## config.mk

```make
export PLATFORM = sky130hd
export DESIGN_NAME = regstack_seq
export DESIGN_NICKNAME = d
export VERILOG_FILES = /design/src/rtl/regstack_pkg.sv /design/src/rtl/regstack_ctrl.sv /design/src/rtl/regstack_agen.sv /design/src/rtl/regstack_dpath.sv /design/src/rtl/regstack_seq.sv
export SDC_FILE = /design/constraint.sdc
export NUM_CORES = 1
export LEC_CHECK = 0
export BUFFER_PORTS_ARGS = -buffer_cell sky130_fd_sc_hd__buf_2
export CAP_MARGIN = 20
export CORE_ASPECT_RATIO = 1.25
export CORE_MARGIN = 1.5
export CORE_UTILIZATION = 42
export CTS_CLUSTER_SIZE = 30
export DETAILED_ROUTE_END_ITERATION = 7
export GPL_TIMING_DRIVEN = 0
export HOLD_SLACK_MARGIN = 0.05
export PLACE_DENSITY = 0.89
export SYNTH_ARGS = -nofsm -noshare
export SYNTH_HDL_FRONTEND = slang
export SYNTH_SLANG_ARGS = --single-unit
export TNS_END_PERCENT = 100
```

## constraint.sdc

```tcl
create_clock -name clk -period 4.4 [get_ports clk]
set_input_delay 0.66 -clock clk [delete_from_list [all_inputs] [get_ports clk]]
set_output_delay 0.66 -clock clk [all_outputs]
set_load 0.01 [all_outputs]
```

## src/rtl/regstack_pkg.sv

```systemverilog
package regstack_pkg;

  localparam logic [7:0] OPC_SAVE    = 8'h60;
  localparam logic [7:0] OPC_RESTORE = 8'h61;
  localparam int         NUM_SLOTS   = 8;
  localparam logic [2:0] SP_SLOT     = 3'd3;
  localparam logic [2:0] LAST_SLOT   = 3'(NUM_SLOTS - 1);

  typedef enum logic [1:0] {
    ST_IDLE = 2'd0,
    ST_RUN  = 2'd1,
    ST_FIN  = 2'd2
  } seq_state_e;

  // Frame slot k holds register (7 - k).
  function automatic logic [2:0] slot_reg(input logic [2:0] k);
    return LAST_SLOT - k;
  endfunction

  // Byte offset of slot k inside the frame.
  function automatic logic [5:0] slot_offset(input logic [2:0] k, input logic wide);
    return wide ? {1'b0, k, 2'b00} : {2'b00, k, 1'b0};
  endfunction

  function automatic logic [5:0] frame_bytes(input logic wide);
    return wide ? 6'd32 : 6'd16;
  endfunction

endpackage

```

## src/rtl/regstack_ctrl.sv

```systemverilog
module regstack_ctrl
  import regstack_pkg::*;
(
  input  logic       clk,
  input  logic       rst_n,
  input  logic       start_i,
  input  logic [7:0] opcode_i,
  input  logic       size32_i,
  output logic       accept_o,
  output logic       run_o,
  output logic       fin_o,
  output logic [2:0] slot_o,
  output logic       pop_o,
  output logic       wide_o
);
  seq_state_e st_q;
  logic [2:0] slot_q;
  logic       pop_q, wide_q;
  logic       opc_ok;

  assign opc_ok   = (opcode_i == OPC_SAVE) || (opcode_i == OPC_RESTORE);
  assign accept_o = (st_q == ST_IDLE) && start_i && opc_ok;

  always_ff @(posedge clk or negedge rst_n) begin
    if (!rst_n) begin
      st_q   <= ST_IDLE;
      slot_q <= '0;
      pop_q  <= 1'b0;
      wide_q <= 1'b0;
    end else begin
      unique case (st_q)
        ST_IDLE: if (accept_o) begin
          st_q   <= ST_RUN;
          slot_q <= '0;
          pop_q  <= (opcode_i == OPC_RESTORE);
          wide_q <= size32_i;
        end
        ST_RUN: begin
          slot_q <= slot_q + 3'd1;
          if (slot_q == LAST_SLOT) st_q <= ST_FIN;
        end
        default: st_q <= ST_IDLE;
      endcase
    end
  end

  assign run_o  = (st_q == ST_RUN);
  assign fin_o  = (st_q == ST_FIN);
  assign slot_o = slot_q;
  assign pop_o  = pop_q;
  assign wide_o = wide_q;

  AST_FIN_SINGLE: assert property (@(posedge clk) disable iff (!rst_n)
    fin_o |=> !fin_o);
  AST_FIN_AFTER_LAST: assert property (@(posedge clk) disable iff (!rst_n)
    fin_o |-> $past(run_o) && $past(slot_o) == LAST_SLOT);
  AST_RUN_HOLDS: assert property (@(posedge clk) disable iff (!rst_n)
    (run_o && start_i) |=> (run_o || fin_o));
  AST_START_FROM_ZERO: assert property (@(posedge clk) disable iff (!rst_n)
    accept_o |=> run_o && slot_o == 3'd0);

endmodule

```

## src/rtl/regstack_agen.sv

```systemverilog
module regstack_agen
  import regstack_pkg::*;
#(
  parameter int ADDR_W = 32
) (
  input  logic [ADDR_W-1:0] sp_base_i,
  input  logic              pop_i,
  input  logic              wide_i,
  input  logic [2:0]        slot_i,
  output logic [ADDR_W-1:0] addr_o,
  output logic [ADDR_W-1:0] sp_next_o
);
  logic [ADDR_W-1:0] frame_w, offs_w, base_w;

  assign frame_w   = ADDR_W'(frame_bytes(wide_i));
  assign offs_w    = ADDR_W'(slot_offset(slot_i, wide_i));
  assign base_w    = pop_i ? sp_base_i : (sp_base_i - frame_w);
  assign addr_o    = base_w + offs_w;
  assign sp_next_o = pop_i ? (sp_base_i + frame_w) : (sp_base_i - frame_w);

endmodule

```

## src/rtl/regstack_dpath.sv

```systemverilog
module regstack_dpath
  import regstack_pkg::*;
#(
  parameter int ADDR_W = 32,
  parameter int DATA_W = 32
) (
  input  logic                  run_i,
  input  logic                  pop_i,
  input  logic                  wide_i,
  input  logic [2:0]            slot_i,
  input  logic [ADDR_W-1:0]     sp_base_i,
  input  logic [DATA_W-1:0]     rf_rdata_i,
  input  logic [DATA_W-1:0]     mem_rdata_i,
  output logic [2:0]            rf_idx_o,
  output logic                  rf_we_o,
  output logic [DATA_W-1:0]     rf_wdata_o,
  output logic [DATA_W/8-1:0]   rf_wbe_o,
  output logic                  mem_en_o,
  output logic                  mem_we_o,
  output logic [DATA_W-1:0]     mem_wdata_o,
  output logic [DATA_W/8-1:0]   mem_be_o
);
  localparam int BE_W   = DATA_W / 8;
  localparam int HALF_W = DATA_W / 2;
  localparam int HALF_B = BE_W / 2;

  logic               skip_slot;
  logic [DATA_W-1:0]  store_val, half_mask;
  logic [BE_W-1:0]    lane_mask;

  assign skip_slot = (slot_i == SP_SLOT);
  assign rf_idx_o  = slot_reg(slot_i);
  assign half_mask = {{(DATA_W-HALF_W){1'b0}}, {HALF_W{1'b1}}};
  assign lane_mask = wide_i ? {BE_W{1'b1}} : {{(BE_W-HALF_B){1'b0}}, {HALF_B{1'b1}}};

  assign store_val   = skip_slot ? DATA_W'(sp_base_i) : rf_rdata_i;
  assign mem_wdata_o = wide_i ? store_val : (store_val & half_mask);
  assign mem_be_o    = lane_mask;
  assign mem_en_o    = run_i && !(pop_i && skip_slot);
  assign mem_we_o    = run_i && !pop_i;

  assign rf_we_o    = run_i && pop_i && !skip_slot;
  assign rf_wdata_o = wide_i ? mem_rdata_i : (mem_rdata_i & half_mask);
  assign rf_wbe_o   = lane_mask;

endmodule

```

## src/rtl/regstack_seq.sv

```systemverilog
module regstack_seq
  import regstack_pkg::*;
#(
  parameter int ADDR_W = 32,
  parameter int DATA_W = 32
) (
  input  logic                clk,
  input  logic                rst_n,
  input  logic                start_i,
  input  logic [7:0]          opcode_i,
  input  logic                size32_i,
  input  logic [ADDR_W-1:0]   sp_i,
  output logic                sp_we_o,
  output logic [ADDR_W-1:0]   sp_wdata_o,
  output logic [2:0]          rf_raddr_o,
  input  logic [DATA_W-1:0]   rf_rdata_i,
  output logic                rf_we_o,
  output logic [2:0]          rf_waddr_o,
  output logic [DATA_W-1:0]   rf_wdata_o,
  output logic [DATA_W/8-1:0] rf_wbe_o,
  output logic                mem_en_o,
  output logic                mem_we_o,
  output logic [ADDR_W-1:0]   mem_addr_o,
  output logic [DATA_W/8-1:0] mem_be_o,
  output logic [DATA_W-1:0]   mem_wdata_o,
  input  logic [DATA_W-1:0]   mem_rdata_i,
  output logic                busy_o,
  output logic                done_o
);
  logic              accept, run, fin, pop, wide;
  logic [2:0]        slot, rf_idx;
  logic [ADDR_W-1:0] sp_q, sp_next;

  regstack_ctrl u_ctrl (
    .clk(clk), .rst_n(rst_n), .start_i(start_i), .opcode_i(opcode_i),
    .size32_i(size32_i), .accept_o(accept), .run_o(run), .fin_o(fin),
    .slot_o(slot), .pop_o(pop), .wide_o(wide)
  );

  always_ff @(posedge clk or negedge rst_n) begin
    if (!rst_n)      sp_q <= '0;
    else if (accept) sp_q <= sp_i;
  end

  regstack_agen #(.ADDR_W(ADDR_W)) u_agen (
    .sp_base_i(sp_q), .pop_i(pop), .wide_i(wide), .slot_i(slot),
    .addr_o(mem_addr_o), .sp_next_o(sp_next)
  );

  regstack_dpath #(.ADDR_W(ADDR_W), .DATA_W(DATA_W)) u_dpath (
    .run_i(run), .pop_i(pop), .wide_i(wide), .slot_i(slot), .sp_base_i(sp_q),
    .rf_rdata_i(rf_rdata_i), .mem_rdata_i(mem_rdata_i), .rf_idx_o(rf_idx),
    .rf_we_o(rf_we_o), .rf_wdata_o(rf_wdata_o), .rf_wbe_o(rf_wbe_o),
    .mem_en_o(mem_en_o), .mem_we_o(mem_we_o), .mem_wdata_o(mem_wdata_o),
    .mem_be_o(mem_be_o)
  );

  assign rf_raddr_o = rf_idx;
  assign rf_waddr_o = rf_idx;
  assign sp_we_o    = fin;
  assign sp_wdata_o = sp_next;
  assign busy_o     = run || fin;
  assign done_o     = fin;

  AST_ADDR_STEP: assert property (@(posedge clk) disable iff (!rst_n)
    (mem_en_o && $past(mem_en_o)) |->
      (mem_addr_o - $past(mem_addr_o)) == (wide ? ADDR_W'(4) : ADDR_W'(2)));
  AST_SP_NOT_RESTORED: assert property (@(posedge clk) disable iff (!rst_n)
    rf_we_o |-> rf_waddr_o != 3'd4);
  AST_NO_RF_WRITE_ON_SAVE: assert property (@(posedge clk) disable iff (!rst_n)
    mem_we_o |-> !rf_we_o);
  AST_SP_WE_ONCE: assert property (@(posedge clk) disable iff (!rst_n)
    sp_we_o |=> !sp_we_o && !busy_o);
  AST_SP_WE_LATE: assert property (@(posedge clk) disable iff (!rst_n)
    sp_we_o |-> $past(busy_o) && !mem_en_o);
  AST_SP_STABLE_RUN: assert property (@(posedge clk) disable iff (!rst_n)
    (run && $past(run)) |-> $stable(sp_q));

endmodule

```

Word level (Yosys, flattened, before mapping)
Index checks and enable logic that the tools add are counted.
- register bits: 39
- output and inout bits: 148
- logic and storage cells: 48
- $add $sub $neg: 5
- equal/unequal tests: 8
- multiplexer cells: 13
- reductions and logical operators: 17
- operator list (kind ; number):
    2-to-1 mux 32 bit ; 5
    adder 32 x 6 -> 32 bit ; 2
    subtractor 32 x 6 -> 32 bit ; 1
    equality test 8 x 7 -> 1 bit, second input constant ; 2
    logical AND 1 bit ; 7
    2-to-1 mux 6 bit ; 1
    one-hot mux 3 bit (2 select lines) ; 1
    AND reduction 2 bit ; 3
    2-to-1 mux 5 bit ; 1
    2-to-1 mux 2 bit ; 2
    2-to-1 mux 4 bit ; 1
    one-hot mux 2 bit (2 select lines) ; 1
    adder 3 x 1 -> 3 bit, second input constant ; 1
    equality test 3 x 2 -> 1 bit, second input constant ; 1
    equality test 3 bit, second input constant ; 1
    zero test 1 bit ; 3
    2-to-1 mux 3 bit ; 1
    subtractor 3 bit, first input constant ; 1
    equality test 2 x 1 -> 1 bit, second input constant ; 1
    equality test 2 bit, second input constant ; 1
    zero test 2 bit ; 1
    logical OR 1 bit ; 2
    != test 2 x 1 -> 1 bit, second input constant ; 1
    != test 2 bit, second input constant ; 1
    nonzero test 2 bit ; 1

Longest topological paths before layout
Gate-level depths: netlist (run 1).
- depth after elaboration: 5
- gate-level depth with buffers: 15
- depth with buffers taken out: 12

Modules after synthesis
Synthesis (run 1) repeated with hierarchy kept, for this count alone.
- cells, all modules: 605
- area, all modules: 5237.5 um^2
- by module, submodules not included (module ; instances ; cells each ; area an instance (um^2)):
    regstack_agen ; 1 ; 381 ; 2598.7
    regstack_seq ; 1 ; 73 ; 1381.3
    regstack_dpath ; 1 ; 122 ; 908.4
    regstack_ctrl ; 1 ; 29 ; 349.1

Worst setup path before layout (run 1)
Ideal clock, no wire load.
- path type: register to output
- from: register u_ctrl.wide_q (netlist: u_ctrl.wide_o)
- to: output mem_addr_o[31]
- data arrival time: 4139 ps
- setup slack: -399 ps
- cell stages (with the launch flop): 15
- path buffers: 3
- cell sequence: dfrtp_1 -> inv_1 -> clkbuf_1 -> buf_1 -> ha_1 -> inv_1 -> fa_1 -> buf_6 -> nor3_4 -> nand4_2 -> or4_4 -> xor2_2 -> or4_1 -> o41a_1 -> nand3_1
- cells in the longest elaborated chain, start to end: 4
- elaborated cells between the ends (all ways): 5
- those cells by class: 2 x add/sub; 3 x mux
- RTL lines (element ; RTL line ; RTL):
    start: declaration ; regstack_ctrl.sv:18 ; logic pop_q, wide_q;
    start signal: assignment ; regstack_ctrl.sv:36 ; wide_q <= size32_i;
    2-to-1 mux 6 bit ; regstack_pkg.sv:26 ; return wide ? 6'd32 : 6'd16;
    subtractor 32 x 6 -> 32 bit ; regstack_agen.sv:17 ; assign base_w = pop_i ? sp_base_i : (sp_base_i - frame_w);
    2-to-1 mux 32 bit ; regstack_agen.sv:17 ;
    adder 32 x 6 -> 32 bit (*) ; regstack_agen.sv:18 ; assign addr_o = base_w + offs_w;
    end: declaration ; regstack_seq.sv:23 ; output logic [ADDR_W-1:0] mem_addr_o,
Every way passes the cells marked *; elsewhere a longest branch is shown, timed or not.

Worst setup path after layout (run 1)
- from: register u_ctrl.wide_q (netlist: u_ctrl.wide_o)
- to: output mem_addr_o[30]
Same word-level chain as after synthesis.

==> results of run 1 <==
==> metrics by stage <==
stage | hold WS (ns) | utilization (%)
3_5_place_dp | 0.524 | 55.4
2_1_floorplan | 0.364 | -
6_report | 0.511 | 60.2
4_1_cts | 0.537 | 59.5
3_3_place_gp | 0.499 | 55.4
5_1_grt | 0.565 | 60.2
==> sequential cells by signal, summed over array words and instances (netlist names) <==
signal	flops
u_ctrl.slot_o	3
sp_q	32
u_ctrl.pop_o	1
u_ctrl.wide_o	1
u_ctrl.st_q	2
==> per-layer routing <==
layer	part of all wire (%)	wire length (µm)	track usage [%]	vias to the layer above
met5	0	0	0	-
met4	2.8	462	9.82	0
met3	7.2	1160	3.44	43
met2	53	8640	50.0	267
met1	37	5960	28.4	2469
li1	-	-	-	2493
==> worst max-delay path, cell delays in order (launching register included) <==
cell and delay, ns:
dfrtp_2 0.44, inv_2 0.08, clkbuf_16 0.14, ha_4 0.12, inv_2 0.03, fa_2 0.32
buf_6 0.15, or4_4 0.49, o21ai_2 0.08, a21oi_2 0.07, buf_4 0.16, nor4_4 0.29
or4b_4 0.56, nor4_4 0.27, xnor2_1 0.15, buf_2 0.15
==> worst max path at each step <==
stage | from | endpoint | slack, ns
floorplan | u_ctrl.wide_o | mem_addr_o[31] | 0.02
detailed placement | u_ctrl.wide_o | mem_addr_o[31] | -0.77
global placement | u_ctrl.wide_o | mem_addr_o[31] | -0.73
global route | u_ctrl.wide_o | mem_addr_o[30] | -0.14
finish | u_ctrl.wide_o | mem_addr_o[30] | -0.05
CTS | u_ctrl.wide_o | mem_addr_o[30] | -0.09
==> power by group <==
group | internal, mW | switching [mW] | total (mW)
combinational | 0.698 | 0.899 | 1.60
sequential | 0.413 | 0.0567 | 0.469
clock | 0.241 | 0.142 | 0.383
total | 1.35 | 1.10 | 2.45
==> timing repair <==
item,4_1_cts,5_1_grt
endpoints found under the setup margin,38,19
pin swaps,13,14
resized for setup,35,14
buffers inserted,18,5
==> cells by family after synthesis <==
kind of cell,count (synthesis)
compound gates,78
mux,66
buf+inv,97
fa+ha+maj,19
xor+xnor,72
other cells,1
flops,39
simple gates,202
==> area by class of cell <==
| cell class | count | area, µm² |
|---|---|---|
| Fill cell | 994 | 4390 |
| Multi-Input combinational cell | 441 | 3450 |
| Timing Repair Buffer | 258 | 1350 |
| Sequential cell | 39 | 977 |
| Buffer | 74 | 454 |
| Tap cell | 135 | 169 |
| Clock buffer | 8 | 156 |
| Inverter | 21 | 78.8 |
| Antenna cell | 1 | 2.50 |
==> placed cells by master (no fill, tap or decap), types with 5 or more instances in the layout <==
master,instances
mux2_2,46
a31oi_1,9
ha_1,15
and3_1,7
nor2b_1,6
nand2_1,40
nand4_1,5
and2_1,20
or3_1,5
buf_2,243
nor2_1,47
o21ai_0,15
xor2_1,16
mux2i_1,20
clkbuf_16,6
xnor2_1,53
dfrtp_1,38
nor4_4,5
nor4_1,5
nor3_1,12
nand3_1,13
inv_1,19
buf_4,55
a21oi_1,25
clkbuf_1,25
==> flow_summary.ini, run 1 <==
[outcome]
status = complete, but fails checks
violations = setup timing

[final_layout]
design_area_um2 = 6640
final_nets = 967
drive_gt1_share_pct = 47.7
area_growth_pct = 40.0
finalNonFillerCells = 977

[yosys]
synth_compound_area_share_pct = 10.4
synth_top_area_share_pct = 20.6
synthXorXnorAreaFrac_pct = 13.4
synthesis.instances = 574
yosys-top-cells-count = 55 x xnor2_1, 48 x nor2_1, 46 x mux2_2, 40 x nand2_1, 39 x dfrtp_1
avgSynthCellArea_um2 = 8.27
synthesis.area_um2 = 4750
synth_top_family_by_area = simple AND/OR/NAND/NOR gates
yosysWarnings = 0
ys_types = 66
ys_seq_area_share_pct = 20.6
netlist.top_cell.by_area = dfrtp_1
async_reset_ff_share_pct = 100
yosys.area_share.simple_pct = 24.2
synth_area_leaders = dfrtp_1 21%, mux2_2 11%, xnor2_1 10%
synth_mux_area_share_pct = 15.1
synth_edf_count = 0
synth_ff_type = dfrtp_1
synth.most_common_cell = xnor2_1
ys_ff_latch = 39
synth-adder-area-share_pct = 5.48

[timing]
setup-violations-final = 1
fmax_ghz = 0.225
relSlewSlack_pct = 38.9
tns_ns = -0.0538
tightest_slew_ns = 0.917
fin_skew_ns = 0.00220
setup_slack_ns = -0.0538
min_period_over_period_pct = 101
rsz0062_at_grt = true
fin_crit_ns = 4.45
report.final.slew_viol_count = 0
hold_viol_final = 0

[floorplanning]
fp.dieArea_um2 = 12000
die_width_um = 98.1
fp-row-count = 43
die_h_um = 122
start_util_pct = 43.0
io-pin-count = 256
core_um2 = 11000

[worst_setup_path]
ff2ff_setup_slack_ns = 1.98
crit_fanout = 7
r2r_end = u_ctrl.slot_o[1]
start_kind = flip-flop
r2r-start = u_ctrl.st_q[0]
r2r_cells = 7
crit_arrival_ns = 3.79
required_ns = 3.74
worstSetupPathType = reg2out
endpoint_kind = output port

[clock_network]
cts_made_buffers = 5
cts_hold_buffers = 0
worst_skew_pair.late_latency_ns = 0.28
clockBufferDepth = 2
root_buffer = clkbuf_16
clk_pin_slew_ns = 0.06
cts.sinks = 39
cts_tree = done
htree_levels = 2

[drt]
ant_nets = 0
drtIter0Drc = 281
wl_um = 16200
dr.pass1.iters = 5
wl_per_cell_um = 16.6
drc = 0
vias = 5272
vias_per_cell = 5.40

[placement]
port_buffers = 235
place_area_um2 = 6110
place_hpwl_um = 12600
gp_congestion = 0.920
place_inst = 947
pre_cts_slack_ns = -0.765

[grt]
grt_usage_pct = 25.9
grt_pass1_vias = 5061
antenna_found_initial = 0
overflow = 0
grt_pass1_wl_um = 24600
grt_max_degree = 40

[pwr]
peakVddDrop_uv = 261
p_total_mw = 2.45
cellLeakagePower_nw = 3.32
pwr_density_cell_nw_per_um2 = 369

[job]
maxCapViolCount = 0

[worst_hold_path]
hp-class = in2async
Note: power is estimated with default switching activity, not from simulation.
==> inputs of run 2 (changes only) <==
Settings changed: ABC_AREA set to 1, CORE_UTILIZATION 42 to 43, PLACE_DENSITY 0.89 to 0.88.
==> run 2 against run 1 <==
Effect of this change: combinational power is 62% higher; the flow now finishes without violations; non-clock buffer count decreased by 32; utilization is 2.8 points lower; critical path depth is 5 higher; cell count rose by 34%; first-iteration DRC count up 90%; clock power barely moved; largest power group unchanged; total power up 42%.
==> flow_summary.ini, run 2 <==
[grt]
grt_usage_pct = 29.6
grt_pass1_wl_um = 31200
overflow = 0
grt_max_degree = 40
grt_pass1_vias = 6291
antenna_found_initial = 0

[yosys]
avgSynthCellArea_um2 = 6.03
synthXorXnorAreaFrac_pct = 3.07
yosysWarnings = 0
async_reset_ff_share_pct = 100
synth_ff_type = dfrtp_1
yosys-top-cells-count = 262 x nand2_1, 108 x inv_1, 84 x o21ai_0, 76 x nor2_1, 56 x nand3_1
synth_top_area_share_pct = 18.1
synth_compound_area_share_pct = 13.4
synth_area_leaders = nand2_1 18%, dfrtp_1 18%, o21ai_0 7.7%
ys_ff_latch = 39
synthesis.instances = 901
synth_mux_area_share_pct = 0
ys_seq_area_share_pct = 18.0
yosys.area_share.simple_pct = 45.7
netlist.top_cell.by_area = nand2_1
synthesis.area_um2 = 5430
synth.most_common_cell = nand2_1
synth_top_family_by_area = simple AND/OR/NAND/NOR gates
synth-adder-area-share_pct = 4.79
synth_edf_count = 0
ys_types = 41

[pwr]
p_total_mw = 3.48
p_switching_mw = 1.86
pwr-share-seq_pct = 14.3
combPwrFrac_pct = 74.7
cellLeakagePower_nw = 3.95
pwr_density_cell_nw_per_um2 = 495
switching_share_pct = 53.4
p_int_mw = 1.62
power_frac_clock_pct = 11.0
peakVddDrop_uv = 257

[worst_setup_path]
endpoint_kind = output port
crit_fanout = 10
slowest_stage = dfrtp_2
path_common_cell = nand2_1
required_ns = 3.74
crit_buf_inv = 5
critical-path-max-stage-delay_ns = 0.46
worstPathCellList = clkbuf_4 -> buf_4 -> nor2_1 -> ha_1 -> inv_1 -> fa_1 -> nand3b_1 -> nand2_1 -> nand2_1 -> nor2_4 -> nand3_4 -> nor2_8 -> nand2_4 -> nor2_4 -> nand2_4 -> nor2_2 -> nand2_1 -> nand2_1 -> inv_1 -> buf_2
crit_family = simple AND/OR/NAND/NOR gates
crit_arrival_ns = 3.53
worstSetupPathType = reg2out
start_kind = flip-flop

[clock_network]
cts_hold_buffers = 0
root_buffer = clkbuf_16
clk_pin_slew_ns = 0.06
cts.sinks = 39
htree_levels = 2
worst_skew_pair.late_latency_ns = 0.28
clockBufferDepth = 2
cts_tree = done
cts_made_buffers = 5

[final_layout]
final_common_cell = nand2_1
area_growth_pct = 29.3
final_cell_mix = 262 x nand2_1, 238 x buf_2, 107 x inv_1, 84 x o21ai_0, 75 x nor2_1
finalNonFillerCells = 1314
final_nets = 1275
regMostFlops = sp_q
design_area_um2 = 7020
largest_reg_flops = 32
drive_gt1_share_pct = 32.2
n_fill_cell = 1229

[floorplanning]
fp-row-count = 45
io-pin-count = 256
start_util_pct = 44.4
die_h_um = 129
die_width_um = 104
fp.dieArea_um2 = 13300
core_um2 = 12200

[drt]
drc = 0
wl_per_cell_um = 15.2
vias_per_cell = 5.15
vias = 6767
ant_nets = 0
wl_met3_um = 1430
drt-met1-wl_um = 8060
wl_um = 20000
drtIter0Drc = 533
dr_wl_met2_um = 9740
dr.pass1.iters = 5
highest_layer = met4

[placement]
place_hpwl_um = 16700
port_buffers = 235
gp_congestion = 0.977
place_inst = 1303
place_area_um2 = 6820

[timing]
relSlewSlack_pct = 39.2
min_period_over_period_pct = 95.2
hold_viol_final = 0
fin_crit_ns = 4.19
fmax_ghz = 0.239
fin_skew_ns = 0.00258
holdWs_ns = 0.504
tightest_slew_ns = 0.912
tns_ns = 0
setup-violations-final = 0
report.final.slew_viol_count = 0

[job]
maxCapViolCount = 0

[worst_hold_path]
hp-class = in2async

[outcome]
status = complete, no violations
[run 2: final timing paths]
path / startpoint / to / slack (ns) / cells past startpoint
worst max-delay path: u_ctrl.wide_o / mem_addr_o[19] / 0.21 / 20
worst min-delay path: rst_n / sp_q[20] / 0.50 / 1
min in group clk: u_ctrl.st_q[1] / u_ctrl.st_q[1] / 0.53 / 2
max in group asynchronous: rst_n / u_ctrl.wide_o / 3.26 / 1
worst min register to register: u_ctrl.st_q[1] / u_ctrl.st_q[1] / 0.53 / 2
worst max register to register: u_ctrl.st_q[0] / sp_q[18] / 1.98 / 10
[run 2: power groups by stage]
stage,clock network [mW],registers [mW],logic (mW)
detailed placement,0,0.501,2.56
finish,0.381,0.498,2.60
CTS,0.389,0.495,2.57
global placement,0,0.499,2.53
floorplan,0,0.477,1.71
global route,0.401,0.505,2.86
[run 2: cells by family (layout without fill, tap and decap cells)]
logic type,Yosys count,in the layout
flip-flops,39,39
buffers and inverters,176,421
XOR/XNOR,19,19
other,1,5
AND/OR/NAND/NOR,511,511
AO/OA/AOI/OAI,136,136
adder cells (fa/ha/maj),19,19
[run 2: area by class of cell]
type	count	area (µm²)	area share (%)
diodes	1	2.50	0.0357
plain buffers	62	398	5.67
clock buffers	8	156	2.23
inverters	113	428	6.10
multi-input cells	689	3650	52.0
flip-flops and latches	39	977	13.9
well taps	164	205	2.92
repair buffers	238	1200	17.1
[run 2: routing by layer]
layer  track usage [%]  vias up
met5                 0        -
met4              15.0        0
met3              3.34       54
met2              53.3      334
met1              35.2     3029
li1                  -     3350
[run 2: what timing repair did]
item | 4_1_cts | 5_1_grt
buffers inserted | 0 | 3
endpoints found under the hold margin | 0 | 0
endpoints found under the setup margin | 15 | 17
gates resized for setup | 6 | 7
pin swaps | 0 | 1
[run 2: metrics by stage]
stage	setup slack, ns	utilization [%]
final	0.213	57.5
after CTS	0.0167	57.2
after floorplan	0.916	-
after global placement	-0.00862	55.8
after global routing	-0.00252	57.4
after detailed placement	-0.0415	55.8
